## src/rtl/flseq_pkg.sv

```systemverilog
package flseq_pkg;

  typedef enum logic [1:0] {
    AD_UNLK1,
    AD_UNLK2,
    AD_BASE,
    AD_BYTE
  } addrSel_e;

  // Control-to-datapath strobes
  typedef struct packed {
    logic       we;
    logic       re;
    addrSel_e   addrSel;
    logic       useSrc;
    logic [7:0] cmdByte;
    logic       rdCap;
    logic       pollInc;
    logic       idxClr;
    logic       idxInc;
    logic       bankLoad;
    logic       expBlank;
  } strobe_t;

  typedef struct packed {
    addrSel_e   sel;
    logic [7:0] val;
  } step_t;

  localparam logic [11:0] OFF_UNLK1  = 12'h555;
  localparam logic [11:0] OFF_UNLK2  = 12'h2AA;
  localparam logic [7:0]  CMD_KEY1   = 8'hAA;
  localparam logic [7:0]  CMD_KEY2   = 8'h55;
  localparam logic [7:0]  CMD_PROG   = 8'hA0;
  localparam logic [7:0]  CMD_ERASE  = 8'h80;
  localparam logic [7:0]  CMD_SECTOR = 8'h30;
  localparam logic [7:0]  CMD_RESET  = 8'hF0;
  localparam logic [7:0]  BLANK_BYTE = 8'hFF;

  // Command step table: erase has steps 0..5, program has steps 0..3
  function automatic step_t stepInfo(input logic erase, input logic [2:0] step);
    step_t s;
    case (step)
      3'd0:    s = '{sel: AD_UNLK1, val: CMD_KEY1};
      3'd1:    s = '{sel: AD_UNLK2, val: CMD_KEY2};
      3'd2:    s = erase ? '{sel: AD_UNLK1, val: CMD_ERASE}
                         : '{sel: AD_UNLK1, val: CMD_PROG};
      3'd3:    s = erase ? '{sel: AD_UNLK1, val: CMD_KEY1}
                         : '{sel: AD_BYTE, val: 8'h00};
      3'd4:    s = '{sel: AD_UNLK2, val: CMD_KEY2};
      default: s = '{sel: AD_BASE, val: CMD_SECTOR};
    endcase
    return s;
  endfunction

endpackage

```

## src/rtl/flseq_dp.sv

```systemverilog
module flseq_dp
  import flseq_pkg::*;
#(
  parameter int AW         = 16,
  parameter int BANK_W     = 1,
  parameter int BANK_BYTES = 8192,
  parameter int CYC_PER_US = 250,
  parameter int POLL_LIMIT = 1000000
) (
  input  logic                          clk,
  input  logic                          rstN,
  input  strobe_t                       st,
  input  logic [BANK_W-1:0]             bankSel,
  input  logic [7:0]                    flRdData,
  input  logic [7:0]                    srcData,
  output logic [AW-1:0]                 flAddr,
  output logic [7:0]                    flWrData,
  output logic                          flWe,
  output logic                          flRe,
  output logic [$clog2(BANK_BYTES)-1:0] srcIdx,
  output logic                          dlyDone,
  output logic                          xorZero,
  output logic                          pollLast,
  output logic                          idxLast,
  output logic                          rdMatch
);

  localparam int IDX_W  = $clog2(BANK_BYTES);
  localparam int DLY_W  = $clog2(CYC_PER_US + 1);
  localparam int POLL_W = $clog2(POLL_LIMIT + 1);

  logic [BANK_W-1:0] bankQ;
  logic [IDX_W-1:0]  idx;
  logic [DLY_W-1:0]  dlyCnt;
  logic [POLL_W-1:0] pollCnt;
  logic [7:0]        firstRd;
  logic [AW-1:0]     baseAddr;
  logic [AW-1:0]     offset;

  assign baseAddr = AW'(bankQ) * AW'(BANK_BYTES);

  always_comb begin
    case (st.addrSel)
      AD_UNLK1: offset = AW'(OFF_UNLK1);
      AD_UNLK2: offset = AW'(OFF_UNLK2);
      AD_BASE:  offset = '0;
      default:  offset = AW'(idx);
    endcase
  end

  assign flAddr   = baseAddr + offset;
  assign flWrData = st.useSrc ? srcData : st.cmdByte;
  assign flWe     = st.we;
  assign flRe     = st.re;
  assign srcIdx   = idx;

  assign dlyDone  = dlyCnt <= DLY_W'(1);
  assign xorZero  = (firstRd ^ flRdData) == 8'h00;
  assign pollLast = pollCnt == POLL_W'(POLL_LIMIT - 1);
  assign idxLast  = idx == IDX_W'(BANK_BYTES - 1);
  assign rdMatch  = flRdData == (st.expBlank ? BLANK_BYTE : srcData);

  always_ff @(posedge clk) begin
    if (!rstN) begin
      bankQ   <= '0;
      idx     <= '0;
      dlyCnt  <= '0;
      pollCnt <= '0;
      firstRd <= '0;
    end else begin
      if (st.bankLoad) bankQ <= bankSel;
      if (st.idxClr)      idx <= '0;
      else if (st.idxInc) idx <= idx + IDX_W'(1);
      if (st.we)                dlyCnt <= DLY_W'(CYC_PER_US);
      else if (dlyCnt != '0)    dlyCnt <= dlyCnt - DLY_W'(1);
      if (st.we)           pollCnt <= '0;
      else if (st.pollInc) pollCnt <= pollCnt + POLL_W'(1);
      if (st.rdCap) firstRd <= flRdData;
    end
  end

  AST_WRITE_SPACING: assert property (@(posedge clk) disable iff (!rstN)
    (st.we || st.re) |-> dlyCnt == '0);

  AST_POLL_CAP: assert property (@(posedge clk) disable iff (!rstN)
    pollCnt < POLL_W'(POLL_LIMIT));

endmodule

```

## src/rtl/flseq_ctrl.sv

```systemverilog
module flseq_ctrl
  import flseq_pkg::*;
(
  input  logic    clk,
  input  logic    rstN,
  input  logic    startErase,
  input  logic    startProgram,
  input  logic    dlyDone,
  input  logic    xorZero,
  input  logic    pollLast,
  input  logic    idxLast,
  input  logic    rdMatch,
  output strobe_t st,
  output logic    busy,
  output logic    done,
  output logic    error
);

  typedef enum logic [3:0] {
    S_IDLE, S_CMD, S_GAP, S_RD1, S_RD2, S_CHK,
    S_RST, S_RGAP, S_VRD, S_VCHK, S_FIN
  } state_e;

  state_e     state, nxt;
  logic       opErase;
  logic [2:0] step;
  logic       errQ;
  logic       lastStep;
  step_t      si;

  assign lastStep = opErase ? (step == 3'd5) : (step == 3'd3);

  always_comb begin
    st          = '0;
    st.expBlank = opErase;
    nxt         = state;
    si          = stepInfo(opErase, step);
    case (state)
      S_IDLE: if (startErase || startProgram) begin
        st.bankLoad = 1'b1;
        st.idxClr   = 1'b1;
        nxt         = S_CMD;
      end
      S_CMD: begin
        st.we      = 1'b1;
        st.addrSel = si.sel;
        st.cmdByte = si.val;
        st.useSrc  = (si.sel == AD_BYTE);
        nxt        = S_GAP;
      end
      S_GAP: if (dlyDone) nxt = lastStep ? S_RD1 : S_CMD;
      S_RD1: begin
        st.re      = 1'b1;
        st.addrSel = AD_BASE;
        nxt        = S_RD2;
      end
      S_RD2: begin
        st.re      = 1'b1;
        st.addrSel = AD_BASE;
        st.rdCap   = 1'b1;
        nxt        = S_CHK;
      end
      S_CHK: begin
        if (xorZero) begin
          if (opErase || idxLast) nxt = S_RST;
          else begin
            st.idxInc = 1'b1;
            nxt       = S_CMD;
          end
        end else if (pollLast) begin
          nxt = S_RST;
        end else begin
          st.pollInc = 1'b1;
          nxt        = S_RD1;
        end
      end
      S_RST: begin
        st.we      = 1'b1;
        st.addrSel = AD_BASE;
        st.cmdByte = CMD_RESET;
        st.idxClr  = 1'b1;
        nxt        = S_RGAP;
      end
      S_RGAP: if (dlyDone) nxt = S_VRD;
      S_VRD: begin
        st.re      = 1'b1;
        st.addrSel = AD_BYTE;
        nxt        = S_VCHK;
      end
      S_VCHK: begin
        if (!rdMatch || idxLast) nxt = S_FIN;
        else begin
          st.idxInc = 1'b1;
          nxt       = S_VRD;
        end
      end
      S_FIN:   nxt = S_IDLE;
      default: nxt = S_IDLE;
    endcase
  end

  always_ff @(posedge clk) begin
    if (!rstN) begin
      state   <= S_IDLE;
      opErase <= 1'b0;
      step    <= '0;
      errQ    <= 1'b0;
    end else begin
      state <= nxt;
      if (state == S_IDLE && (startErase || startProgram)) begin
        opErase <= startErase;
        step    <= '0;
        errQ    <= 1'b0;
      end
      if (state == S_GAP && dlyDone && !lastStep) step <= step + 3'd1;
      if (state == S_CHK && xorZero && !opErase && !idxLast) step <= '0;
      if (state == S_CHK && !xorZero && pollLast) errQ <= 1'b1;
      if (state == S_VCHK && !rdMatch) errQ <= 1'b1;
    end
  end

  assign busy  = state != S_IDLE;
  assign done  = state == S_FIN;
  assign error = errQ;

  AST_NO_RW_OVERLAP: assert property (@(posedge clk) disable iff (!rstN)
    !(st.we && st.re));

  AST_DONE_PULSE: assert property (@(posedge clk) disable iff (!rstN)
    done |=> !done);

  AST_START_TAKEN: assert property (@(posedge clk) disable iff (!rstN)
    (!busy && (startErase || startProgram)) |=> busy);

endmodule

```

## src/rtl/flash_prog_seq.sv

```systemverilog
module flash_prog_seq
  import flseq_pkg::*;
#(
  parameter int AW         = 16,
  parameter int BANK_W     = 1,
  parameter int BANK_BYTES = 8192,
  parameter int CYC_PER_US = 250,
  parameter int POLL_LIMIT = 1000000
) (
  input  logic                          clk,
  input  logic                          rstN,
  input  logic                          startErase,
  input  logic                          startProgram,
  input  logic [BANK_W-1:0]             bankSel,
  output logic                          busy,
  output logic                          done,
  output logic                          error,
  output logic [AW-1:0]                 flAddr,
  output logic [7:0]                    flWrData,
  output logic                          flWe,
  output logic                          flRe,
  input  logic [7:0]                    flRdData,
  output logic [$clog2(BANK_BYTES)-1:0] srcIdx,
  input  logic [7:0]                    srcData
);

  strobe_t st;
  logic    dlyDone, xorZero, pollLast, idxLast, rdMatch;

  flseq_ctrl u_ctrl (
    .clk         (clk),
    .rstN        (rstN),
    .startErase  (startErase),
    .startProgram(startProgram),
    .dlyDone     (dlyDone),
    .xorZero     (xorZero),
    .pollLast    (pollLast),
    .idxLast     (idxLast),
    .rdMatch     (rdMatch),
    .st          (st),
    .busy        (busy),
    .done        (done),
    .error       (error)
  );

  flseq_dp #(
    .AW        (AW),
    .BANK_W    (BANK_W),
    .BANK_BYTES(BANK_BYTES),
    .CYC_PER_US(CYC_PER_US),
    .POLL_LIMIT(POLL_LIMIT)
  ) u_dp (
    .clk     (clk),
    .rstN    (rstN),
    .st      (st),
    .bankSel (bankSel),
    .flRdData(flRdData),
    .srcData (srcData),
    .flAddr  (flAddr),
    .flWrData(flWrData),
    .flWe    (flWe),
    .flRe    (flRe),
    .srcIdx  (srcIdx),
    .dlyDone (dlyDone),
    .xorZero (xorZero),
    .pollLast(pollLast),
    .idxLast (idxLast),
    .rdMatch (rdMatch)
  );

endmodule

```

## config.mk

```make
export PLATFORM = sky130hd
export DESIGN_NAME = flash_prog_seq
export DESIGN_NICKNAME = d
export VERILOG_FILES = /design/src/rtl/flseq_pkg.sv /design/src/rtl/flseq_dp.sv /design/src/rtl/flseq_ctrl.sv /design/src/rtl/flash_prog_seq.sv
export SDC_FILE = /design/constraint.sdc
export NUM_CORES = 1
export LEC_CHECK = 0
export ABC_CLOCK_PERIOD_IN_PS = 4250
export BUFFER_PORTS_ARGS = -buffer_cell sky130_fd_sc_hd__buf_2
export CAP_MARGIN = 15
export CORE_UTILIZATION = 45
export DETAILED_ROUTE_END_ITERATION = 6
export HOLD_SLACK_MARGIN = 0.12
export PLACE_DENSITY = 0.7
export SLEW_MARGIN = 20
export SYNTH_ARGS = -nofsm -noshare
export SYNTH_HDL_FRONTEND = slang
export SYNTH_HIERARCHICAL = 1
export SYNTH_SLANG_ARGS = --single-unit
```

## constraint.sdc

```tcl
create_clock -name clk -period 4.25 [get_ports clk]
set_input_delay 0.85 -clock clk [delete_from_list [all_inputs] [get_ports clk]]
set_output_delay 0.85 -clock clk [all_outputs]
set_load 0.01 [all_outputs]
```

# Yosys cells after proc, flatten, opt, wreduce, memory -nomap -nowiden
# Index checks and enable logic that the tools add are counted.
[op_classes] add_sub_neg=5 n_lt_le_gt_ge=1 n_eq_ne=24 n_mux=39 bitwise=2 reduce_logical=34
[op_table] op="$pmux W10 S4" count=1
[op_table] op="$pmux W4 S10" count=1
[op_table] op="$pmux W13 S3" count=1
[op_table] op="$mux W8" count=4
[op_table] op="$add A20 B1 Y20 const B" count=1
[op_table] op="$eq A20 B20 Y1 const B" count=1
[op_table] op="$eq A4 B3 Y1 const B" count=4
[op_table] op="$mux W1" count=16
[op_table] op="$pmux W8 S2" count=1
[op_table] op="$add A14 B13 Y15" count=1
[op_table] op="$mux W3" count=5
[op_table] op="$add A13 B1 Y13 const B" count=1
[op_table] op="$eq A13 B13 Y1 const B" count=1
[op_table] op="$eq A4 B4 Y1 const B" count=3
[op_table] op="$mux W4" count=3
[op_table] op="$mux W10" count=1
[op_table] op="$reduce_or A2 Y1" count=5
[op_table] op="$logic_and A1 B1 Y1" count=9
[op_table] op="$eq A4 B2 Y1 const B" count=2
[op_table] op="$eq A8 B8 Y1" count=1
[op_table] op="$le A8 B1 Y1 const B" count=1
[op_table] op="$logic_not A8 Y1" count=1
[op_table] op="$reduce_bool A8 Y1" count=1
[op_table] op="$sub A8 B1 Y8 const B" count=1
[op_table] op="25 further kinds" count=39
[totals] reg_bits=59 output_inout_bits=42

# Longest topological paths before layout
# Gate-level depths: netlist (run 1).
[depth] word_depth=7 ltp_mapped=12 depth_no_buf=11

# By module
# Netlist (run 1), hierarchy kept.
[modules_own_cells] module="flseq_dp" instances=1 cells_per_inst=327 area_per_inst_um2=2807.7 seq_area_each_um2=1001.0
[modules_own_cells] module="flseq_ctrl" instances=1 cells_per_inst=129 area_per_inst_um2=1009.7 seq_area_each_um2=180.2

# Worst setup path after synthesis (run 1)
# Ideal clock, no wire load.
[synth_timing] path_kind="reg-to-output" from="register u_ctrl.step[0]" to="output flAddr[0]" arrival_ns=1.990 slack_ns=1.410 path_stages_with_launch=10 path_buffers=1 path_cell_list="dfxtp_1 > ha_1 > ha_1 > nand2b_1 > nor3_1 > a21oi_1 > o31ai_1 > and2_0 > clkbuf_1 > a21o_1"
[synth_rtl] item="from (decl)" line_no="flseq_ctrl.sv:26" rtl="logic [2:0] step;"
[synth_rtl] item="from (signal assigned)" line_no="flseq_ctrl.sv:115" rtl="if (state == S_GAP && dlyDone && !lastStep) step <= step + 3'd1;"
[synth_rtl] item="to (decl)" line_no="flash_prog_seq.sv:18" rtl="output logic [AW-1:0] flAddr,"

==> results of run 1 <==
synthesized netlist by cell type, drive strengths merged (8+ instances only):
cell | number | area share, %
a21boi | 8 | 1.6
nor3 | 10 | 1.3
xnor2 | 27 | 6.2
xor2 | 8 | 1.8
or4 | 8 | 1.6
clkbuf | 8 | 0.79
nor4 | 10 | 2.0
nand4 | 9 | 2.0
nor2b | 11 | 1.8
nand2 | 27 | 2.7
nor2 | 48 | 4.7
nand3 | 16 | 2.4
mux2i | 13 | 3.4
inv | 24 | 2.4
buf | 16 | 3.0
a21o | 8 | 1.6
dfxtp | 59 | 31
a21oi | 26 | 3.4
nand2b | 10 | 1.6
ha | 10 | 3.3
mux2 | 9 | 2.7
o21ai | 9 | 1.3
worst reg2reg max path: cells and delay by family, from the launching register on:
kind            cells  cell delay, ns
simple gates        5            2.01
flops               1            0.73
compound gates      1            0.15
routing by layer:
layer | vias to the layer above | GRT usage [%]
met5 | - | 0
met2 | 66 | 35.58
met1 | 1578 | 23.94
met3 | 9 | 5.744
li1 | 1716 | -
met4 | 0 | 5.385
power by group through the flow:
| stage | clock [W] | sequential [W] | combinational, W |
|---|---|---|---|
| 6_report | 0.000523 | 0.000706 | 0.000608 |
| 5_1_grt | 0.000564 | 0.000719 | 0.000674 |
| 4_1_cts | 0.000536 | 0.000703 | 0.000610 |
| 3_5_place_dp | 0 | 0.000715 | 0.000605 |
| 3_3_place_gp | 0 | 0.000709 | 0.000593 |
| 2_1_floorplan | 0 | 0.000664 | 0.000519 |
flip-flops by register name (all words and copies together), names as in the netlist:
register and flops:
u_ctrl/step 3, u_ctrl/state 4, u_dp/firstRd 8, u_ctrl/opErase 1, u_dp/pollCnt 20, u_dp/srcIdx 13, u_ctrl/error 1, u_dp/bankQ 1
u_dp/dlyCnt 8
worst paths after layout:
path	to	cells after the start	start
max	flAddr[4]	8	u_ctrl/state[0]
min	u_dp/pollCnt[18]	2	u_dp/pollCnt[18]
max reg2reg	u_dp/pollCnt[14]	6	u_ctrl/state[2]
min reg2reg	u_dp/pollCnt[18]	2	u_dp/pollCnt[18]
cell type report:
class	instances	share of cell area, %
well taps	105	3.039
clock inverters	2	0.8104
flip-flops and latches	59	27.32
multi-input cells	350	55.63
repair buffers	62	7.294
clock buffers	12	3.821
inverters	24	2.084
stage by stage:
| step | area [um2] | std cells | setup WS [ns] |
|---|---|---|---|
| final | 4323 | 614 | 0.5054 |
| after global routing | 4323 | 614 | 0.3191 |
| after CTS | 4323 | 614 | 0.5075 |
| after detailed placement | 4123 | 600 | 0.8795 |
| after global placement | 4123 | 600 | 0.9374 |
| after floorplan | 3821 | 457 | 1.410 |
logic make-up after synthesis:
| group | count (synthesis) |
|---|---|
| xor+xnor | 35 |
| mux | 22 |
| compound gates | 82 |
| other cells | 1 |
| fa+ha+maj | 10 |
| simple gates | 199 |
| buf+inv | 48 |
| flops | 59 |
==> results.json, run 1 <==
{
  "critPathKind": "reg2out",
  "power.switching_w": 0.0006502,
  "p_seq_share_pct": 38.4,
  "wl_met1_um": 3851,
  "finalHoldViolations": 0,
  "drive_gt1_share_pct": 20.24,
  "setup_viol": 0,
  "cts.repair.resized": 0,
  "grt_pass1_wl_um": 14280,
  "wl_per_cell_um": 13.84,
  "final_util_pct": 52.61,
  "fin_crit_ns": 3.745,
  "initial_core_util_pct": 46.46,
  "fp.dieArea_um2": 8856,
  "dp_hpwl_um": 6215,
  "yosys_warnings": 6,
  "layout_common_cells": "buf_2, dfxtp_1, nor2_1, nand2_1, xnor2_1",
  "slowest_delay_ns": 0.72,
  "antenna_found_initial": 0,
  "start_kind": "flop",
  "grt_overflow": 0,
  "max_freq_ghz": 0.2671,
  "synth_compound_area_share_pct": 14.32,
  "layout_commonest_cell": "buf_2",
  "path_clk_slew_ns": 0.06,
  "wl_met3_um": 334,
  "gp_congestion": 0.8424,
  "drc": 0,
  "cap_viol_max_count": 0,
  "status": "finished clean",
  "cp_max_fo": 14,
  "grt_pass1_vias": 3160,
  "vias": 3369,
  "grt_util_all_layers_pct": 20.25,
  "regArea_um2": 1181,
  "wl_met2_um": 4213,
  "drt_iter0_markers": 108,
  "leakage_nw": 1.655,
  "core_um2": 8217,
  "r2r_slack_ns": 1.28,
  "htree_levels": 3,
  "port_buffers": 60,
  "setup_tns_ns": 0,
  "critical-path-top-delay-family": "simple AND/OR/NAND/NOR gates",
  "die_h_um": 94.11,
  "rows": 33,
  "synth_seq_area_share_pct": 30.94,
  "finalClockSkew_ns": 0.005858,
  "antenna_cells": 0,
  "clock_sinks": 59,
  "grt_max_degree": 23,
  "ys_ff_latch": 59,
  "synthAdderAreaFrac_pct": 3.278,
  "viasPerCell": 5.487,
  "cp_cell_sequence": "nand2b_1, nor3_1, buf_4, a21o_1, or3b_1, and2_0, a21o_1, buf_2",
  "cts_setup_buffers": 0,
  "hold_buffers": 0,
  "clkPwrFrac_pct": 28.5,
  "grt_setup_unrepaired": "false",
  "dr.pass1.iters": 4,
  "cts_root_buf": "clkbuf_8",
  "hp-class": "reg2reg",
  "period_share_pct": 88.11,
  "synth-simple-area-share_pct": 31.10,
  "routed.top_layer": "met4",
  "total_power_w": 0.001836,
  "fillers": 791,
  "muxShareOfSynthArea_pct": 6.064,
  "fin_hold_ws_ns": 0.4831,
  "wl_um": 8498,
  "clk_latency_ns": 0.33,
  "slowest_stage": "dfxtp_1",
  "syn_area_per_cell_um2": 8.372,
  "crit_arrival_ns": 2.89,
  "comb_power_share_pct": 33.1,
  "synth_top_family_by_area": "simple AND/OR/NAND/NOR gates",
  "p_int_w": 0.001186,
  "ys_async_sr_fraction_pct": 0,
  "p_sw_share_pct": 35.41,
  "multi_input_area_um2": 2405,
  "worstPathRequired_ns": 3.40,
  "ios": 63,
  "synth_area_um2": 3817,
  "nets": 537,
  "crit_buf_inv": 2,
  "final_antenna_net_count": 0,
  "path_common_cell": "a21o_1",
  "cts_tree": "done",
  "slew_viol_final": 0,
  "power_density_nw_per_um2": 424.8,
  "die_x_um": 94.11,
  "synth_cells": 456,
  "worst_pin_slew_ns": 1.001,
  "synth_cell_type_count": 68,
  "syn_to_final_growth_pct": 13.24,
  "synth_xor_area_share_pct": 8.030,
  "slew_headroom_pct": 32.62,
  "ir_drop_mv": 0.2005,
  "ys.flop_type": "dfxtp_1",
  "cts_max_path_buffers": 2,
  "synth_edf_count": 0,
  "cts_buffers": 9,
  "end_kind": "output pin"
}
No activity file was read; power rests on OpenSTA's default activity.
==> run 2: changes to the inputs <==
Settings changed: ABC_AREA set to 1, SETUP_SLACK_MARGIN set to 0.1.
==> results.json, run 2 <==
{
  "die_x_um": 93.32,
  "cp.depth": 8,
  "fin_crit_ns": 3.425,
  "worstPathRequired_ns": 3.40,
  "crit_buf_inv": 2,
  "clk_latency_ns": 0.34,
  "slowest_delay_ns": 0.48,
  "grt_pass1_vias": 3430,
  "finalHoldViolations": 0,
  "cts_root_buf": "clkbuf_8",
  "grt_util_all_layers_pct": 21.61,
  "cp-endpoint": "flAddr[10]",
  "dpl_cell_area_um2": 4084,
  "final_antenna_net_count": 0,
  "htree_levels": 3,
  "largest_register_ffs": 20,
  "syn_to_final_growth_pct": 13.97,
  "status": "finished clean",
  "port_buffers": 60,
  "synth_seq_area_share_pct": 31.48,
  "slowest_stage": "or2_2",
  "setup_tns_ns": 0,
  "wl_per_cell_um": 11.79,
  "drt_iter0_markers": 184,
  "ys_async_sr_fraction_pct": 0,
  "syn_area_per_cell_um2": 6.436,
  "min_from": "u_dp/dlyCnt[0]",
  "end_kind": "output pin",
  "cts.repair.resized": 0,
  "leakage_nw": 1.881,
  "grt_max_degree": 17,
  "dp.cells": 730,
  "synthTopCellsByArea": "dfxtp_1, nand2_1, nor2_1, inv_1, a21oi_1",
  "yosys_warnings": 6,
  "wl_um": 8795,
  "core_um2": 7888,
  "dp_hpwl_um": 6750,
  "cts_max_path_buffers": 2,
  "hold_buffers": 0,
  "finalClockSkew_ns": 0.008967,
  "timing.rr.end": "u_dp/srcIdx[11]",
  "layout_common_cells": "nand2_1, nor2_1, inv_1, buf_2, dfxtp_1",
  "ios": 63,
  "vias": 3774,
  "setup_viol": 0,
  "gp_congestion": 0.9660,
  "initial_core_util_pct": 47.57,
  "fillers": 763,
  "pre_cts_ws_ns": 1.031,
  "cp_max_fo": 11,
  "cap_viol_max_count": 0,
  "cts_buffers": 9,
  "drive_gt1_share_pct": 17.55,
  "rows": 32,
  "layout_commonest_cell": "nand2_1",
  "worst_pin_slew_ns": 0.9333,
  "dr.pass1.iters": 5,
  "critical-path-top-delay-family": "simple AND/OR/NAND/NOR gates",
  "die_h_um": 93.32,
  "cp-startpoint": "u_ctrl/state[0]",
  "max_freq_ghz": 0.2920,
  "path_clk_slew_ns": 0.07,
  "regMostFlops": "u_dp/pollCnt",
  "drc": 0,
  "final_cells": 746,
  "ir_drop_mv": 0.1819,
  "fp.dieArea_um2": 8708,
  "synth_cell_type_count": 36,
  "critPathKind": "reg2out",
  "synth_top_cell_by_area": "dfxtp_1",
  "slew_viol_final": 0,
  "grt_overflow": 0,
  "synth_top_area_share_pct": 31.48,
  "synthTopCellsByCount": "nand2_1, nor2_1, inv_1",
  "cp_cell_sequence": "inv_1, nand2_1, nor2_1, nor3b_1, nand4_1, or2_2, o21ai_0, buf_2",
  "hp-class": "reg2reg",
  "r2r_slack_ns": 1.38,
  "rr_worst_depth": 13,
  "clock_sinks": 59,
  "power_density_nw_per_um2": 413.7,
  "viasPerCell": 5.059,
  "antenna_found_initial": 0,
  "synth_edf_count": 0,
  "r2r-start": "u_ctrl/opErase",
  "yosysMostFrequentCell": "nand2_1",
  "slew_headroom_pct": 37.25,
  "antenna_cells": 0,
  "fin_ws_ns": 0.8249,
  "synth_cells": 583,
  "final_util_pct": 54.22,
  "start_kind": "flop",
  "final_cell_area_um2": 4277,
  "grt_setup_unrepaired": "false",
  "cts_setup_buffers": 0,
  "nets": 670,
  "crit_arrival_ns": 2.58,
  "ys.flop_type": "dfxtp_1",
  "synth_area_um2": 3752,
  "cts_tree": "done",
  "grt_pass1_wl_um": 15000,
  "ys_ff_latch": 59,
  "period_share_pct": 80.59
}
## run 2: cell types whose count changed in the layout (fill, tap and decap cells not counted), sizes merged, moves of 8 or more
cell,delta
a21oi,+14
or4,-8
nand3,+15
nor2b,-11
xnor2,-18
nor2,+74
o21ai,+25
nand2,+95
a21boi,-8
mux2i,-13
inv,+58
nor4,-10
nand2b,-10
## run 2: metal layers
| layer | vias up | global-route usage, % | routed length (um) |
|---|---|---|---|
| met1 | 1680 | 27.06 | 4193 |
| met5 | - | 0 | 0 |
| met2 | 122 | 36.58 | 3981 |
| met3 | 7 | 4.715 | 521 |
| li1 | 1965 | - | - |
| met4 | 0 | 7.308 | 99 |
## run 2: power breakdown
group          internal, W  switching, W
logic             0.000212      0.000383
registers         0.000611     0.0000544
clock network     0.000268      0.000241
total              0.00109      0.000678
## run 2: cell families after synthesis
group	count (synthesis)	synth area share (%)
AO/OA/AOI/OAI	81	11.17
XOR/XNOR	18	4.202
adder cells (fa/ha/maj)	10	3.334
buffers and inverters	98	10.94
flip-flops	59	31.48
multiplexers	8	2.401
other	1	0.09994
AND/OR/NAND/NOR	308	36.38
## run 2: layout make-up
cell class	count	area [um2]	share of cell area, %
multi-input cells	427	2165	50.61
flip-flops and latches	59	1181	27.62
inverters	82	310.3	7.256
repair buffers	60	300.3	7.022
well taps	102	127.6	2.984
clock buffers	9	123.9	2.896
clock inverters	7	68.82	1.609
## run 2: worst reg2reg max path, delay by kind of cell (launching register included)
| kind | cells | cell delay (ns) |
|---|---|---|
| compound gates | 1 | 0.79 |
| xor+xnor | 1 | 0.15 |
| buf+inv | 1 | 0.12 |
| flops | 1 | 0.61 |
| simple gates | 10 | 1.11 |
## run 2: through the flow
step | hold slack [ns] | total power, W
global route | 0.5172 | 0.001899
global placement | 0.4660 | 0.001253
finish | 0.4957 | 0.001769
CTS | 0.4979 | 0.001780
floorplan | 0.4473 | 0.001131
detailed placement | 0.4805 | 0.001266
## run 2: how the worst min path moves through the flow
stage	endpoint	slack, ns	cells past startpoint
after floorplan	u_dp/dlyCnt[0]	0.45	1
after global placement	u_dp/dlyCnt[0]	0.47	1
after detailed placement	u_dp/pollCnt[11]	0.48	1
after CTS	u_dp/dlyCnt[0]	0.50	1
after global routing	u_dp/pollCnt[3]	0.52	2
final	u_dp/dlyCnt[0]	0.50	1
